## config.mk

```make
export PLATFORM = sky130hd
export DESIGN_NAME = sat_run_ctrl
export DESIGN_NICKNAME = d
export VERILOG_FILES = /design/src/rtl/sat_run_pkg.sv /design/src/rtl/seed_gen.sv /design/src/rtl/cycle_counter.sv /design/src/rtl/sat_run_ctrl.sv
export SDC_FILE = /design/constraint.sdc
export NUM_CORES = 1
export LEC_CHECK = 0
export ABC_CLOCK_PERIOD_IN_PS = 4800
export CAP_MARGIN = 25
export CORE_ASPECT_RATIO = 1.5
export CORE_MARGIN = 2
export CORE_UTILIZATION = 30
export CTS_BUF_LIST = sky130_fd_sc_hd__clkbuf_8
export DETAILED_ROUTE_END_ITERATION = 8
export DONT_BUFFER_PORTS = 1
export HOLD_SLACK_MARGIN = 0.15
export PLACE_DENSITY_LB_ADDON = 0.12
export SLEW_MARGIN = 20
export SYNTH_ARGS = -nofsm -noshare
export SYNTH_HDL_FRONTEND = slang
export SYNTH_HIERARCHICAL = 1
export SYNTH_SLANG_ARGS = --single-unit
```

## constraint.sdc

```tcl
create_clock -name clk -period 4.8 [get_ports clk]
set_input_delay 1.44 -clock clk [delete_from_list [all_inputs] [get_ports clk]]
set_output_delay 1.44 -clock clk [all_outputs]
set_load 0.02 [all_outputs]
```

## src/rtl/sat_run_pkg.sv

```systemverilog
package sat_run_pkg;
  typedef enum logic [2:0] {
    ST_IDLE,
    ST_INIT,
    ST_RUN,
    ST_SOLVED,
    ST_FAIL
  } run_state_t;
endpackage

```

## src/rtl/seed_gen.sv

```systemverilog
// Holds the current attempt seed; loads from the host seed or advances by
// one Galois LFSR step. A zero seed is replaced by 1 so the LFSR never locks.
module seed_gen #(
  parameter int          W    = 16,
  parameter logic [W-1:0] TAPS = 16'hB400
) (
  input  logic         clk,
  input  logic         rst,
  input  logic         load_i,
  input  logic [W-1:0] seed_i,
  input  logic         advance_i,
  output logic [W-1:0] seed_o
);
  localparam logic [W-1:0] ONE = {{(W-1){1'b0}}, 1'b1};

  logic [W-1:0] step;
  assign step = (seed_o >> 1) ^ (seed_o[0] ? TAPS : '0);

  always_ff @(posedge clk) begin
    if (rst)            seed_o <= ONE;
    else if (load_i)    seed_o <= (seed_i == '0) ? ONE : seed_i;
    else if (advance_i) seed_o <= step;
  end


  seed_nonzero_chk: assert property (@(posedge clk) disable iff (rst)
    seed_o != '0);
endmodule

```

## src/rtl/cycle_counter.sv

```systemverilog
// Counts run cycles of one attempt and flags the last allowed cycle.
module cycle_counter #(
  parameter int CNT_W = 32
) (
  input  logic             clk,
  input  logic             rst,
  input  logic             clear_i,
  input  logic             inc_i,
  input  logic [CNT_W-1:0] limit_i,
  output logic [CNT_W-1:0] next_o,
  output logic             expire_o
);
  logic [CNT_W-1:0] count;

  assign next_o   = count + 1'b1;
  assign expire_o = (limit_i != '0) && (next_o == limit_i);

  always_ff @(posedge clk) begin
    if (rst || clear_i) count <= '0;
    else if (inc_i)     count <= next_o;
  end


  count_below_limit_chk: assert property (@(posedge clk) disable iff (rst)
    (inc_i && limit_i != '0) |-> (count < limit_i));
endmodule

```

## src/rtl/sat_run_ctrl.sv

```systemverilog
module sat_run_ctrl
  import sat_run_pkg::*;
#(
  parameter int               N_VARS = 16,
  parameter int               CNT_W  = 32,
  parameter int               ATT_W  = 8,
  parameter logic [N_VARS-1:0] TAPS  = 16'hB400
) (
  input  logic              clk,
  input  logic              rst,
  input  logic              start_i,
  input  logic [N_VARS-1:0] seed_i,
  input  logic [CNT_W-1:0]  cycle_limit_i,
  input  logic [ATT_W-1:0]  attempt_limit_i,
  input  logic              auto_restart_i,
  input  logic              solved_i,
  input  logic [N_VARS-1:0] solution_i,
  output logic              array_load_o,
  output logic [N_VARS-1:0] array_init_o,
  output logic              array_run_o,
  output logic              done_o,
  output logic              success_o,
  output logic [CNT_W-1:0]  cycles_o,
  output logic [ATT_W-1:0]  attempts_o,
  output logic [N_VARS-1:0] solution_o
);
  localparam logic [ATT_W-1:0] ONE_ATT = {{(ATT_W-1){1'b0}}, 1'b1};

  run_state_t       state;
  logic             accept, restart, expire;
  logic [CNT_W-1:0] cnt_next;
  logic [ATT_W-1:0] att_max;

  assign accept  = (state == ST_IDLE) && start_i;
  assign att_max = (attempt_limit_i == '0) ? ONE_ATT : attempt_limit_i;
  assign restart = (state == ST_RUN) && !solved_i && expire &&
                   auto_restart_i && (attempts_o < att_max);

  assign array_load_o = (state == ST_INIT);
  assign array_run_o  = (state == ST_RUN);

  seed_gen #(.W(N_VARS), .TAPS(TAPS)) u_seed (
    .clk(clk), .rst(rst), .load_i(accept), .seed_i(seed_i),
    .advance_i(restart), .seed_o(array_init_o)
  );

  cycle_counter #(.CNT_W(CNT_W)) u_cnt (
    .clk(clk), .rst(rst), .clear_i(array_load_o), .inc_i(array_run_o),
    .limit_i(cycle_limit_i), .next_o(cnt_next), .expire_o(expire)
  );

  always_ff @(posedge clk) begin
    if (rst) begin
      state      <= ST_IDLE;
      done_o     <= 1'b0;
      success_o  <= 1'b0;
      cycles_o   <= '0;
      attempts_o <= '0;
      solution_o <= '0;
    end else begin
      done_o <= 1'b0;
      case (state)
        ST_IDLE: if (start_i) begin
          state      <= ST_INIT;
          success_o  <= 1'b0;
          cycles_o   <= '0;
          attempts_o <= ONE_ATT;
        end
        ST_INIT: state <= ST_RUN;
        ST_RUN: begin
          if (solved_i) begin
            state      <= ST_SOLVED;
            done_o     <= 1'b1;
            success_o  <= 1'b1;
            cycles_o   <= cnt_next;
            solution_o <= solution_i;
          end else if (expire) begin
            cycles_o <= cnt_next;
            if (restart) begin
              attempts_o <= attempts_o + 1'b1;
              state      <= ST_INIT;
            end else begin
              done_o <= 1'b1;
              state  <= ST_FAIL;
            end
          end
        end
        default: state <= ST_IDLE;
      endcase
    end
  end


  done_one_pulse_chk: assert property (@(posedge clk) disable iff (rst)
    done_o |=> !done_o);

  load_then_run_chk: assert property (@(posedge clk) disable iff (rst)
    array_load_o |=> array_run_o);

  solved_ends_chk: assert property (@(posedge clk) disable iff (rst)
    (array_run_o && solved_i) |=> (done_o && success_o));

  result_hold_chk: assert property (@(posedge clk) disable iff (rst)
    (done_o && !start_i) |=> ($stable(success_o) && $stable(cycles_o)));
endmodule

```

==> results of run 1 <==
[where the power goes]
part | switching, mW | internal (mW)
clock | 0.334 | 0.260
combinational | 0.105 | 0.0684
sequential | 0.0434 | 0.924
[cells by family (layout without fill, tap and decap cells)]
group | after synthesis | after routing | share of synthesized area
simple gates | 312 | 312 | 0.2598
compound gates | 126 | 126 | 0.1384
buf+inv | 79 | 49 | 0.05617
mux | 26 | 26 | 0.04433
xor+xnor | 90 | 90 | 0.1334
fa+ha+maj | 9 | 9 | 0.01805
other cells | 0 | 1 | 0
flops | 109 | 109 | 0.3498
[worst reg2reg max path, cell delays in order, from the launching register on]
cell      delay [ns]
dfxtp_1         0.52
and3_1          0.42
and4_1          0.49
nand4_1         0.18
xnor2_1         0.37
xnor2_1         0.17
o2111a_1        0.27
and4bb_1        0.27
nand3b_1        0.13
a211oi_4        0.18
inv_1           0.11
nor2_4          0.43
mux2_2          0.41
mux2i_1         0.16
nor2_1          0.06
[registers in the layout, indices dropped and copies added (netlist names)]
register and flops:
u_cnt/count 32, u_seed/seed_o 16, state 3, done_o 1, attempts_o 8, cycles_o 32
success_o 1, solution_o 16
[metrics by stage]
step,util,std cells,worst slack [ns]
3_3_place_gp,0.3131,968,0.3150
6_report,0.3240,986,0.5472
5_1_grt,0.3240,986,0.1776
3_5_place_dp,0.3138,969,0.2833
4_1_cts,0.3239,985,0.4723
2_1_floorplan,-,751,0.7006
[area by class of cell]
cell class | count | area share
repair buffers | 9 | 0.01324
diodes | 1 | 0.0003782
flip-flops and latches | 109 | 0.3298
multi-input cells | 563 | 0.5618
well taps | 264 | 0.04992
clock inverters | 6 | 0.01040
inverters | 24 | 0.01362
clock buffers | 10 | 0.02080
[path summary, 6_finish.rpt]
path / startpoint / endpoint / slack (ns) / cells past startpoint
min reg2reg: u_cnt/count[31] / u_cnt/count[31] / 0.51 / 2
max reg2reg: u_cnt/count[6] / u_seed/seed_o[2] / 0.55 / 14
max: u_cnt/count[6] / u_seed/seed_o[2] / 0.55 / 14
min: u_cnt/count[31] / u_cnt/count[31] / 0.51 / 2
[per-layer routing]
metal / vias up / routed length, µm / part of all wire / GRT usage
met5: - / 0 / 0 / 0
met4: 0 / 682 / 0.035 / 0.08000
met3: 38 / 1396 / 0.072 / 0.04620
met2: 194 / 10270 / 0.53 / 0.3231
met1: 2549 / 7081 / 0.36 / 0.1796
li1: 2558 / - / - / -
[cell usage in the layout, fill, tap and decap left out, types with 19 or more instances in the layout]
master	n
nand4_1	26
nand2_1	73
dfxtp_1	109
a21oi_1	37
xor2_1	36
nand3_1	19
a22oi_1	33
nor2_1	96
nor4_1	23
xnor2_1	50
inv_1	24
==> run_results.csv, run 1 <==
group,metric,value,unit
critical_path,worstPathBufferInverterCount,1,
synth,syn_area,6237,µm²
critical_path,crit_slowest_cell,"dfxtp_1",
power,powerDensity,262.1,nW/µm²
critical_path,path_common_cell,"xnor2_1",
synth,yosysWarnings,6,
timing,drv_slew,0,
critical_path,worstSetupStartpointType,"flop",
cts,cts.clk_slew.worst_paths,0.12,ns
die,core_area,20420,µm²
power,total_power,1.734,mW
synth,synth_ff_type,"dfxtp_1",
route,wire_per_inst,19.71,µm
critical_path,worst-path-max-fanout,21,
placed_design,io_buffer_count,0,
synth,netlist_top_cells_count,"dfxtp_1, nor2_1, nand2_1",
cts,clkLatencyLatePin,0.39,ns
timing,period_share,0.8860,
timing,rsz0062_at_grt,"false",
route,drc,0,
placed_design,place_congestion,0.8684,
route,antenna_left,0,
timing,period_needed,4.253,ns
route,vias,5339,
final_layout,fillCellCount,2212,
cts,cts_tree,"done",
synth,synthesis.nets,837,
critical_path,worstSetupPathType,"flop to flop",
cts,cts_sinks,109,
critical_path,cpPeakStageDelay,0.52,ns
timing,finalHoldViolCount,0,
cts,ctsResizeCount,0,
synth,synth_cell_types,73,
final_layout,final_nets,802,
min_path,hp-class,"flop to flop",
final_layout,multi_input_area,3717,µm²
final_layout,area_growth,6.078,%
die,fp.dieW,121.7,µm
timing,fmax,0.2351,GHz
critical_path,cp-end-kind,"flop",
critical_path,crit_required,5.09,ns
global_route,grt_pass1_wl,29670,µm
synth,synth_seq_cells,109,
placed_design,place_hpwl,14940,µm
timing,clock_skew,0.02091,ns
synth,syn_area_per_cell,8.305,µm²
final_layout,seqCellArea,2182,µm²
synth,synth.largest_area_cell,"dfxtp_1",
status,run_status,"finished clean",
global_route,antenna_found_initial,1,
synth,synth_most_common_cell,"dfxtp_1",
power,power_leakage,2.282,nW
timing,max_slew_margin,0.5122,
synth,synthTopCellsByArea,"dfxtp_1, xnor2_1, nor2_1, xor2_1, nand2_1",
synth,ys_seq_area_frac,0.3498,
power,vdd_drop_max,0.1233,mV
timing,finalSetupViolCount,0,
route,firstDrtPassIters,4,
critical_path,cp.arrival,4.54,ns
synth,syn_inst,751,
global_route,grt_pass1_vias,5358,
cts,cts_made_buffers,9,
synth,async_flop_share,0,
cts,clockBufferDepth,2,
placed_design,dpl-instance-area,6407,µm²
route,via_per_inst,5.415,
route,drt_iter0_drc,292,
critical_path,crit_family,"simple AND/OR/NAND/NOR gates",
die,pin_count,153,
synth,synth_top_area_share,0.3498,
timing,tightest_slew,0.7268,ns
run,maxCapViolations,0,
synth,synth_enable_flop_cells,0,
route,drt_wl_total,19430,µm
critical_path,path_cells,"and3_1 -> and4_1 -> nand4_1 -> xnor2_1 -> xnor2_1 -> o2111a_1 -> and4bb_1 -> nand3b_1 -> a211oi_4 -> inv_1 -> nor2_4 -> mux2_2 -> mux2i_1 -> nor2_1",
global_route,grt_overflow_total,0,
cts,h-tree-depth,3,
cts,postCtsSetupRepairBufs,0,
die,die_y,180.6,µm
timing,setup_tns,0,ns
global_route,grt_util_all_layers,0.1746,
global_route,grt_max_degree,83,
final_layout,drive_above_1_share,0.08460,
final_layout,final_cell_area,6616,µm²
die,dieArea,21980,µm²
timing,holdWs,0.5061,ns
die,initial_core_util,0.3055,
cts,cts-root-buf,"clkbuf_8",
die,row_count,64,
cts,cts_hold_buf,0,
No activity file was read; power rests on OpenSTA's default activity.
==> run 2: changes to the inputs <==
CORE_ASPECT_RATIO = not set   (was 1.5)
CORE_UTILIZATION = 60   (was 30)
==> run 2 against run 1 <==
Effect of this change: sequential cell count unchanged; routed wire length shrank 17%; largest power group unchanged; critical path type unchanged; non-clock buffer count decreased by 2; maximum frequency down 5.2%; die area shrank 49%; first-iteration DRC count grew 35%.
==> run_results.csv, run 2 (synthesis gave the netlist of run 1 again) <==
group,metric,value,unit
route,antenna_left,0,
cts,cts_made_buffers,9,
status,run_status,"finished clean",
critical_path,crit_required,5.06,ns
cts,postCtsSetupRepairBufs,0,
die,core_area,10180,µm²
route,wire_per_inst,18.97,µm
critical_path,worstSetupPathType,"flop to flop",
global_route,grt_pass1_vias,4897,
final_layout,final_cell_mix,"dfxtp_1, nor2_1, nand2_1",
timing,setup_tns,0,ns
run,maxCapViolations,0,
power,vdd_drop_max,0.1390,mV
cts,ctsResizeCount,0,
timing,period_share,0.9342,
die,pin_count,153,
final_layout,area_growth,3.029,%
cts,cts_tree,"done",
critical_path,worstSetupStartpointType,"flop",
critical_path,cp-end-kind,"flop",
die,fp.dieW,106.0,µm
cts,cts_hold_buf,0,
timing,tightest_slew,0.8236,ns
route,vias,5331,
timing,holdWs,0.5287,ns
global_route,grt_pass1_wl,25300,µm
final_layout,final_nets,800,
cts,clkLatencyLatePin,0.38,ns
route,drc,0,
timing,max_slew_margin,0.4473,
final_layout,final_cell_area,6426,µm²
final_layout,n_antenna_cell,0,
cts,cts_sinks,109,
global_route,grt_util_all_layers,0.2823,
global_route,grt_max_degree,83,
global_route,antenna_found_initial,0,
die,dieArea,11230,µm²
die,die_y,106.0,µm
global_route,grt_overflow_total,0,
timing,rsz0062_at_grt,"false",
timing,clock_skew,0.006230,ns
cts,cts-root-buf,"clkbuf_8",
placed_design,dpl-instance-area,6212,µm²
route,firstDrtPassIters,6,
min_path,hp-class,"flop to flop",
timing,fmax,0.2230,GHz
timing,finalSetupViolCount,0,
timing,period_needed,4.484,ns
final_layout,drive_above_1_share,0.08206,
placed_design,place_hpwl,11860,µm
timing,finalHoldViolCount,0,
critical_path,worst-path-max-fanout,21,
cts,h-tree-depth,3,
route,via_per_inst,6.235,
power,powerDensity,269.9,nW/µm²
route,drt_wl_total,16220,µm
die,initial_core_util,0.6124,
placed_design,place_congestion,0.9593,
cts,cts.clk_slew.worst_paths,0.11,ns
cts,clockBufferDepth,2,
placed_design,io_buffer_count,0,
power,power_leakage,2.271,nW
route,drt_iter0_drc,393,
final_layout,mostFrequentLayoutCell,"dfxtp_1",
timing,drv_slew,0,
die,row_count,37,
final_layout,reg_top3,"cycles_o x32, u_cnt/count x32",
critical_path,cp.arrival,4.74,ns
-- run 2: cell types whose count changed in the layout (fill, tap and decap cells not counted), sizes merged --
cell	before	now
inv	26	27
buf	9	7
clkinvlp	1	0
diode	1	0
-- run 2: path summary, 6_finish.rpt --
kind	from	endpoint	cells after the start	slack [ns]
worst max-delay path	u_cnt/count[0]	u_seed/seed_o[0]	15	0.32
worst min-delay path	u_cnt/count[31]	u_cnt/count[31]	2	0.53
worst max register to register	u_cnt/count[0]	u_seed/seed_o[0]	15	0.32
worst min register to register	u_cnt/count[31]	u_cnt/count[31]	2	0.53
-- run 2: power breakdown --
part / total [mW] / switching [mW] / internal, mW
Combinational: 0.164 / 0.0996 / 0.0640
Sequential: 0.968 / 0.0437 / 0.924
Clock: 0.603 / 0.338 / 0.265
Total: 1.73 / 0.481 / 1.25
-- run 2: cell type report --
cell class	instances	area, µm²
fillers	902	3759
multi-input cells	563	3717
flip-flops and latches	109	2182
well taps	136	170.2
clock buffers	10	137.6
inverters	24	90.09
clock inverters	6	76.32
repair buffers	7	52.55
-- run 2: worst max-delay path: stages (launching register included) --
cell       delay (ns)
dfxtp_1          0.53
ha_1             0.32
nand3_1          0.21
nor4_1           0.34
xor2_1           0.35
xnor2_1          0.19
nand4_1          0.19
nor4b_2          0.29
and4bb_1         0.38
nand3b_1         0.17
a211oi_4         0.19
inv_1            0.11
nor2_4           0.42
nor2b_1          0.10
a2111oi_0        0.48
a31oi_1          0.08
-- run 2: metal layers --
metal	track usage	vias up	share of wire
met5	0	-	0
met4	0.1062	0	0.024
met3	0.06193	26	0.078
met2	0.4770	215	0.48
met1	0.3535	2533	0.41
li1	-	2557	-
-- run 2: per-stage QoR --
stage	util	power, mW	worst slack [ns]	instances
floorplan	-	1.119	0.7006	751
global placement	0.6100	1.142	0.3413	839
detailed placement	0.6100	1.150	0.2715	839
CTS	0.6310	1.744	0.4422	855
global route	0.6310	1.794	0.01749	855
finish	0.6310	1.734	0.3158	855
